<file path="config.mk">
export PLATFORM = sky130hd
export DESIGN_NAME = aux_msg_regbank
export DESIGN_NICKNAME = d
export VERILOG_FILES = /design/src/rtl/aux_regbank_pkg.sv /design/src/rtl/aux_ctl_status.sv /design/src/rtl/aux_msg_buffer.sv /design/src/rtl/aux_msg_regbank.sv
export SDC_FILE = /design/constraint.sdc
export NUM_CORES = 1
export LEC_CHECK = 0
export BUFFER_PORTS_ARGS = -buffer_cell sky130_fd_sc_hd__buf_2
export CORE_ASPECT_RATIO = 1.2
export CORE_MARGIN = 2
export CORE_UTILIZATION = 28
export CTS_CLUSTER_DIAMETER = 150
export DETAILED_ROUTE_END_ITERATION = 6
export PLACE_DENSITY = 0.44
export SYNTH_ARGS = -nofsm -noshare
export SYNTH_HDL_FRONTEND = slang
export SYNTH_HIERARCHICAL = 1
export SYNTH_SLANG_ARGS = --single-unit
</file>
<file path="constraint.sdc">
create_clock -name clk -period 4.1 [get_ports clk]
set_clock_uncertainty 0.15 [all_clocks]
set_input_delay 1.23 -clock clk [delete_from_list [all_inputs] [get_ports clk]]
set_output_delay 1.23 -clock clk [all_outputs]
set_load 0.005 [all_outputs]
</file>
<file path="src/rtl/aux_regbank_pkg.sv">
package aux_regbank_pkg;
  localparam int unsigned BIT_BUSY = 31;
  localparam int unsigned BIT_DONE = 30;
  localparam int unsigned BIT_TMO  = 29;
  localparam int unsigned BIT_RXE  = 28;
  localparam int unsigned BIT_BAD  = 27;
  localparam int unsigned BIT_IEN  = 26;
  localparam int unsigned SIZE_LSB = 20;

  // first byte of a group goes to the top lane
  function automatic logic [31:0] pack_be(input logic [7:0] b0, input logic [7:0] b1,
                                          input logic [7:0] b2, input logic [7:0] b3);
    return {b0, b1, b2, b3};
  endfunction

  function automatic logic [7:0] lane_of(input logic [31:0] w, input int unsigned i);
    return w[31-8*i -: 8];
  endfunction

  function automatic logic size_illegal(input int unsigned len, input int unsigned max_len);
    return (len == 0) || (len > max_len);
  endfunction
endpackage

</file>
<file path="src/rtl/aux_ctl_status.sv">
module aux_ctl_status
  import aux_regbank_pkg::*;
#(
  parameter int unsigned LEN_W     = 5,
  parameter int unsigned MAX_BYTES = 20
) (
  input  logic             clk,
  input  logic             rst_n,
  input  logic             ctl_we,
  input  logic [31:0]      ctl_wdata,
  input  logic             eng_done,
  input  logic             eng_timeout,
  input  logic             eng_rx_err,
  input  logic [LEN_W-1:0] eng_rx_len,
  output logic             busy,
  output logic             done,
  output logic             tmo_err,
  output logic             rx_err,
  output logic             size_bad,
  output logic             irq_en,
  output logic [LEN_W-1:0] msg_size,
  output logic             start_pulse,
  output logic             finish_evt
);
  logic accept;
  logic clr_done, clr_tmo, clr_rxe;

  assign accept     = ctl_we && ctl_wdata[BIT_BUSY] && !busy;
  assign finish_evt = busy && eng_done;
  assign clr_done   = ctl_we && ctl_wdata[BIT_DONE];
  assign clr_tmo    = ctl_we && ctl_wdata[BIT_TMO];
  assign clr_rxe    = ctl_we && ctl_wdata[BIT_RXE];

  always_ff @(posedge clk or negedge rst_n) begin
    if (!rst_n) begin
      busy        <= 1'b0;
      done        <= 1'b0;
      tmo_err     <= 1'b0;
      rx_err      <= 1'b0;
      size_bad    <= 1'b0;
      irq_en      <= 1'b0;
      msg_size    <= '0;
      start_pulse <= 1'b0;
    end else begin
      start_pulse <= accept;
      if (ctl_we) irq_en <= ctl_wdata[BIT_IEN];
      if (accept) begin
        busy     <= 1'b1;
        msg_size <= ctl_wdata[SIZE_LSB +: LEN_W];
        size_bad <= 1'b0;
      end else if (finish_evt) begin
        busy     <= 1'b0;
        msg_size <= eng_rx_len;
        size_bad <= size_illegal(32'(eng_rx_len), MAX_BYTES);
      end
      // completion sets win over a clearing write in the same cycle
      done    <= finish_evt || (done && !clr_done);
      tmo_err <= (finish_evt && eng_timeout) || (tmo_err && !clr_tmo);
      rx_err  <= (finish_evt && eng_rx_err) || (rx_err && !clr_rxe);
    end
  end
endmodule

</file>
<file path="src/rtl/aux_msg_buffer.sv">
module aux_msg_buffer
  import aux_regbank_pkg::*;
#(
  parameter int unsigned NUM_WORDS = 5,
  parameter int unsigned ADDR_W    = 3,
  parameter int unsigned IDX_W     = 5,
  parameter int unsigned LEN_W     = 5
) (
  input  logic              clk,
  input  logic              rst_n,
  input  logic              host_we,
  input  logic [ADDR_W-1:0] host_word,
  input  logic [31:0]       host_wdata,
  input  logic              rx_we,
  input  logic [IDX_W-1:0]  rx_idx,
  input  logic [7:0]        rx_byte,
  input  logic [ADDR_W-1:0] rd_word_sel,
  output logic [31:0]       rd_word,
  input  logic [IDX_W-1:0]  tx_idx,
  input  logic [LEN_W-1:0]  tx_len,
  output logic [7:0]        tx_byte
);
  localparam int unsigned NUM_BYTES = 4 * NUM_WORDS;

  logic [7:0] mem [NUM_BYTES];

  always_ff @(posedge clk or negedge rst_n) begin
    if (!rst_n) begin
      for (int n = 0; n < NUM_BYTES; n++) mem[n] <= '0;
    end else begin
      if (host_we && (32'(host_word) < NUM_WORDS)) begin
        for (int i = 0; i < 4; i++)
          mem[32'(host_word) * 4 + 32'(i)] <= lane_of(host_wdata, i);
      end
      if (rx_we && (32'(rx_idx) < NUM_BYTES))
        mem[32'(rx_idx)] <= rx_byte;
    end
  end

  always_comb begin
    rd_word = '0;
    if (32'(rd_word_sel) < NUM_WORDS)
      rd_word = pack_be(mem[32'(rd_word_sel) * 4],     mem[32'(rd_word_sel) * 4 + 1],
                        mem[32'(rd_word_sel) * 4 + 2], mem[32'(rd_word_sel) * 4 + 3]);
  end

  always_comb begin
    tx_byte = '0;
    if ((32'(tx_idx) < 32'(tx_len)) && (32'(tx_idx) < NUM_BYTES))
      tx_byte = mem[32'(tx_idx)];
  end
endmodule

</file>
<file path="src/rtl/aux_msg_regbank.sv">
module aux_msg_regbank
  import aux_regbank_pkg::*;
#(
  parameter  int unsigned NUM_WORDS = 5,
  localparam int unsigned MSG_BYTES = 4 * NUM_WORDS,
  localparam int unsigned ADDR_W    = $clog2(NUM_WORDS + 1),
  localparam int unsigned IDX_W     = $clog2(MSG_BYTES),
  localparam int unsigned LEN_W     = $clog2(MSG_BYTES + 1)
) (
  input  logic              clk,
  input  logic              rst_n,
  input  logic              host_we,
  input  logic [ADDR_W-1:0] host_waddr,
  input  logic [31:0]       host_wdata,
  input  logic [ADDR_W-1:0] host_raddr,
  output logic [31:0]       host_rdata,
  output logic              irq,
  output logic              eng_start,
  output logic [LEN_W-1:0]  eng_tx_len,
  input  logic [IDX_W-1:0]  eng_byte_idx,
  output logic [7:0]        eng_tx_byte,
  input  logic              eng_rx_we,
  input  logic [IDX_W-1:0]  eng_rx_idx,
  input  logic [7:0]        eng_rx_byte,
  input  logic              eng_done,
  input  logic              eng_timeout,
  input  logic              eng_rx_err,
  input  logic [LEN_W-1:0]  eng_rx_len
);
  // named internal events, also observed by the bound checker
  logic             ctl_we, data_we, buf_rx_we, finish_evt;
  logic             st_busy, st_done, st_tmo, st_rxe, st_bad, st_ien;
  logic [LEN_W-1:0] msg_size;
  logic [31:0]      ctl_word, buf_rd_word;

  assign ctl_we    = host_we && (host_waddr == '0);
  assign data_we   = host_we && (host_waddr != '0) && !st_busy;
  assign buf_rx_we = eng_rx_we && st_busy;

  aux_ctl_status #(.LEN_W(LEN_W), .MAX_BYTES(MSG_BYTES)) u_ctl (
    .clk, .rst_n,
    .ctl_we      (ctl_we),
    .ctl_wdata   (host_wdata),
    .eng_done    (eng_done),
    .eng_timeout (eng_timeout),
    .eng_rx_err  (eng_rx_err),
    .eng_rx_len  (eng_rx_len),
    .busy        (st_busy),
    .done        (st_done),
    .tmo_err     (st_tmo),
    .rx_err      (st_rxe),
    .size_bad    (st_bad),
    .irq_en      (st_ien),
    .msg_size    (msg_size),
    .start_pulse (eng_start),
    .finish_evt  (finish_evt)
  );

  aux_msg_buffer #(.NUM_WORDS(NUM_WORDS), .ADDR_W(ADDR_W), .IDX_W(IDX_W), .LEN_W(LEN_W)) u_buf (
    .clk, .rst_n,
    .host_we     (data_we),
    .host_word   (host_waddr - ADDR_W'(1)),
    .host_wdata  (host_wdata),
    .rx_we       (buf_rx_we),
    .rx_idx      (eng_rx_idx),
    .rx_byte     (eng_rx_byte),
    .rd_word_sel (host_raddr - ADDR_W'(1)),
    .rd_word     (buf_rd_word),
    .tx_idx      (eng_byte_idx),
    .tx_len      (msg_size),
    .tx_byte     (eng_tx_byte)
  );

  always_comb begin
    ctl_word                      = '0;
    ctl_word[BIT_BUSY]            = st_busy;
    ctl_word[BIT_DONE]            = st_done;
    ctl_word[BIT_TMO]             = st_tmo;
    ctl_word[BIT_RXE]             = st_rxe;
    ctl_word[BIT_BAD]             = st_bad;
    ctl_word[BIT_IEN]             = st_ien;
    ctl_word[SIZE_LSB +: LEN_W]   = msg_size;
  end

  assign host_rdata = (host_raddr == '0) ? ctl_word : buf_rd_word;
  assign eng_tx_len = msg_size;
  assign irq        = st_done && st_ien;
endmodule

</file>
==> metrics <==
final instance area ~14,000 µm²; fin worst setup slack -0.0798 ns; Setup Viol. Count Final 20; Synth cell types 49; RSZ-0062 raised after global routing true; Avg WL per Cell about 24 µm; drt first pass iters 5; I/O Buffers between 100 and 150; crit-path max cell delay 0.51 ns; Reg2Reg Depth 6; core footprint between 30,000 and 40,000 µm²; Crit path max-delay family multiplexers; Bufs on Longest Clock Path 2; Seq cells post-synth around 170; Pwr Total just under 7 mW; die height between 200 and 250 µm; Post-synth EDFFs 0; TritonCTS buffer count 17; Remaining DRCs 0; pin count of the biggest net entering global routing between 50 and 60; Final period util 102%; Slew Limit Fails 0; Via-to-Cell Ratio between 5 and 6; Slew @ Worst Pin 0.773 ns; Die ar. 41,800 µm²; CP max stage cell mux4_2; number of global-route vias before repair 9,259; Critical Path RT 2.72 ns; via count 9,224; final-report hold violation count 0; HPWL after detailed placement approximately 33,000 µm; syn nets between 1k and 1.5k; H-tree depth 4; GRT Resource Usage Total around 21%; Async S/R FF share, synth 100%; Synth Flop Type dfrtp_1; row count 80; worst vdd ir approximately 260 µV; worst setup path class input port to output pin; CP Capture Type output pin; Worst setup SP type input port; Mapped Cells about 1.1k; global-route wire length before repair ~65,000 µm; worst path arrival time roughly 2.8 ns; Die W between 150 and 200 µm; failing checks setup timing; Post-Route WL 44,600 µm; layout net count about 1.4k; post-route ant nets 0; clock sink count ~170; syn_area_per_cell roughly 9.8 µm²; gpl congestion around 0.93; sequential area share after synthesis 38.3%; later-pin clock latency in the skew report ~0.46 ns; share of layout cells above drive strength 1 between 20% and 30%; YS warnings 6; placed cell area around 13,000 µm²; GRT overflow 0; mapped cell area about 11,000 µm²; Initial Util roughly 28%; hold path depth 2; HP Class flip-flop to flip-flop; Clock transition at path regs ~0.07 ns; status finished, violations left; initial antenna violation count 0; Rel. slew slack between 40% and 50%; worst path bufs/invs 6; 1st-iter DRT viols 810; fin crit period 4.18 ns; TritonCTS clock tree built; Max Cap Viol 0; critical path depth 10; CP most frequent cell buf_6; PwrDens about 500 nW/µm²; leakage ~6 nW; I/O pin cnt 115; Max Fanout on Critical Path 3; fmax 0.239 GHz; Root Driver clkbuf_16; Area growth syn-to-layout 23.6%; CP Cell Sequence buf_8 -> inv_8 -> ha_4 -> inv_4 -> buf_6 -> mux4_2 -> inv_2 -> o21ai_2 -> mux2_4 -> buf_6; Hold Slack between 0.3 and 0.4 ns
worst paths after layout:
check,start,to,slack (ns)
setup / recovery,host_raddr[0],host_rdata[31],-0.08
hold / removal,u_ctl/done$_DFF_PN0_,u_ctl/done$_DFF_PN0_,0.34
setup reg to reg,u_ctl/busy$_DFFE_PN0P_,u_buf/mem[76]$_DFF_PN0_,1.58
hold reg to reg,u_ctl/done$_DFF_PN0_,u_ctl/done$_DFF_PN0_,0.34
max in group asynchronous,rst_n,u_ctl/msg_size[0]$_DFFE_PN0P_,2.39
min in group asynchronous,rst_n,u_buf/mem[120]$_DFF_PN0_,0.59
placed cells by master, fill, tap and decap left out, drive strengths merged, types with 2 or more instances in the layout:
cell type,n
inv,50
and3,8
nand2,112
dfrtp,172
nand2b,5
mux2,16
clkinvlp,4
buf,196
clkbuf,21
ha,8
clkinv,3
nor4,8
o21ai,65
nor3b,8
o22ai,9
nor3,5
mux2i,190
nor2,148
a31oi,4
a21o,8
nand3,9
nor2b,24
a2111oi,2
bufinv,4
and2,3
mux4,54
and3b,2
a22o,7
a21oi,137
stage by stage:
step / cells / setup WS, ns / TNS (ns) / util, %
5_1_grt: 1824 / -0.140 / -2.56 / 35.1
4_1_cts: 1819 / -0.0637 / -0.428 / 34.3
3_3_place_gp: 1782 / -0.302 / -6.61 / 31.9
2_1_floorplan: 1148 / 0.0769 / 0 / -
3_5_place_dp: 1782 / -0.273 / -6.88 / 31.9
6_report: 1825 / -0.0798 / -0.611 / 35.1
cell families after synthesis:
kind of cell    after synthesis  synth area share (%)
mux                         260                  29.6
buf+inv                     135                  6.29
simple gates                337                  13.5
compound gates              235                  11.3
fa+ha+maj                     8                 0.890
flops                       172                  38.3
xor+xnor                      1                0.0779
synth_stat cells, types with 4 or more instances:
cell type	count	area share (%)
a21o_1	8	0.53
a21oi_1	137	6.1
a22o_1	7	0.55
and3_1	8	0.45
buf_2	30	1.3
buf_4	15	1.0
buf_6	12	1.2
clkbuf_1	28	0.93
dfrtp_1	172	38
ha_1	8	0.89
inv_1	46	1.5
mux2_2	16	1.6
mux2i_1	190	17
mux4_1	9	2.1
mux4_2	45	9.0
nand2_1	112	3.7
nand2b_1	4	0.22
nand3_1	9	0.40
nor2_1	146	4.9
nor2b_1	24	1.3
nor3b_1	7	0.47
nor4_1	8	0.45
o21ai_0	57	2.5
o21ai_1	8	0.36
o22ai_1	9	0.50
registers in the layout, indices dropped and copies added (netlist names):
signal             count
u_ctl/done             1
u_ctl/size_bad         1
u_ctl/busy             1
u_ctl/rx_err           1
u_ctl/msg_size         5
u_ctl/start_pulse      1
u_buf/mem            160
u_ctl/irq_en           1
u_ctl/tmo_err          1
cell type report:
class                      count  area, µm²
inverter                      48        206
multi-input combinational    841       6580
antenna                        1       2.50
fill                        4160      25700
tap                          533        667
clock inverter                13        165
sequential                   172       4300
clock buffer                  19        433
timing repair buffer         198       1540
what timing repair did:
item / CTS / global route
buffers inserted: 4 / 3
gates resized for setup: 98 / 72
pin swaps: 4 / 9
gates cloned: 1 / 2
hold buffers: 0 / 0
endpoints found under the setup margin: 40 / 40
worst min-delay path, delay by kind of cell, from the launching register on:
kind	cells	cell delay (ns)
flip-flops	1	0.36
AND/OR/NAND/NOR	2	0.10
metal layers:
metal | track usage, % | vias up | share of wire (%)
li1 | - | 4325 | -
met1 | 27.0 | 4592 | 43
met2 | 37.5 | 250 | 51
met3 | 2.93 | 57 | 3.5
met4 | 7.65 | 0 | 2.6
met5 | 0 | - | 0
report_power, final:
group / leakage, nW / total [mW] / switching, mW / internal [mW]
clock: 0.280 / 1.70 / 0.743 / 0.962
sequential: 2.08 / 2.99 / 0.737 / 2.25
combinational: 3.66 / 2.21 / 1.00 / 1.21
total: 6.02 / 6.91 / 2.48 / 4.42
Power figures use the tool's default switching activity.
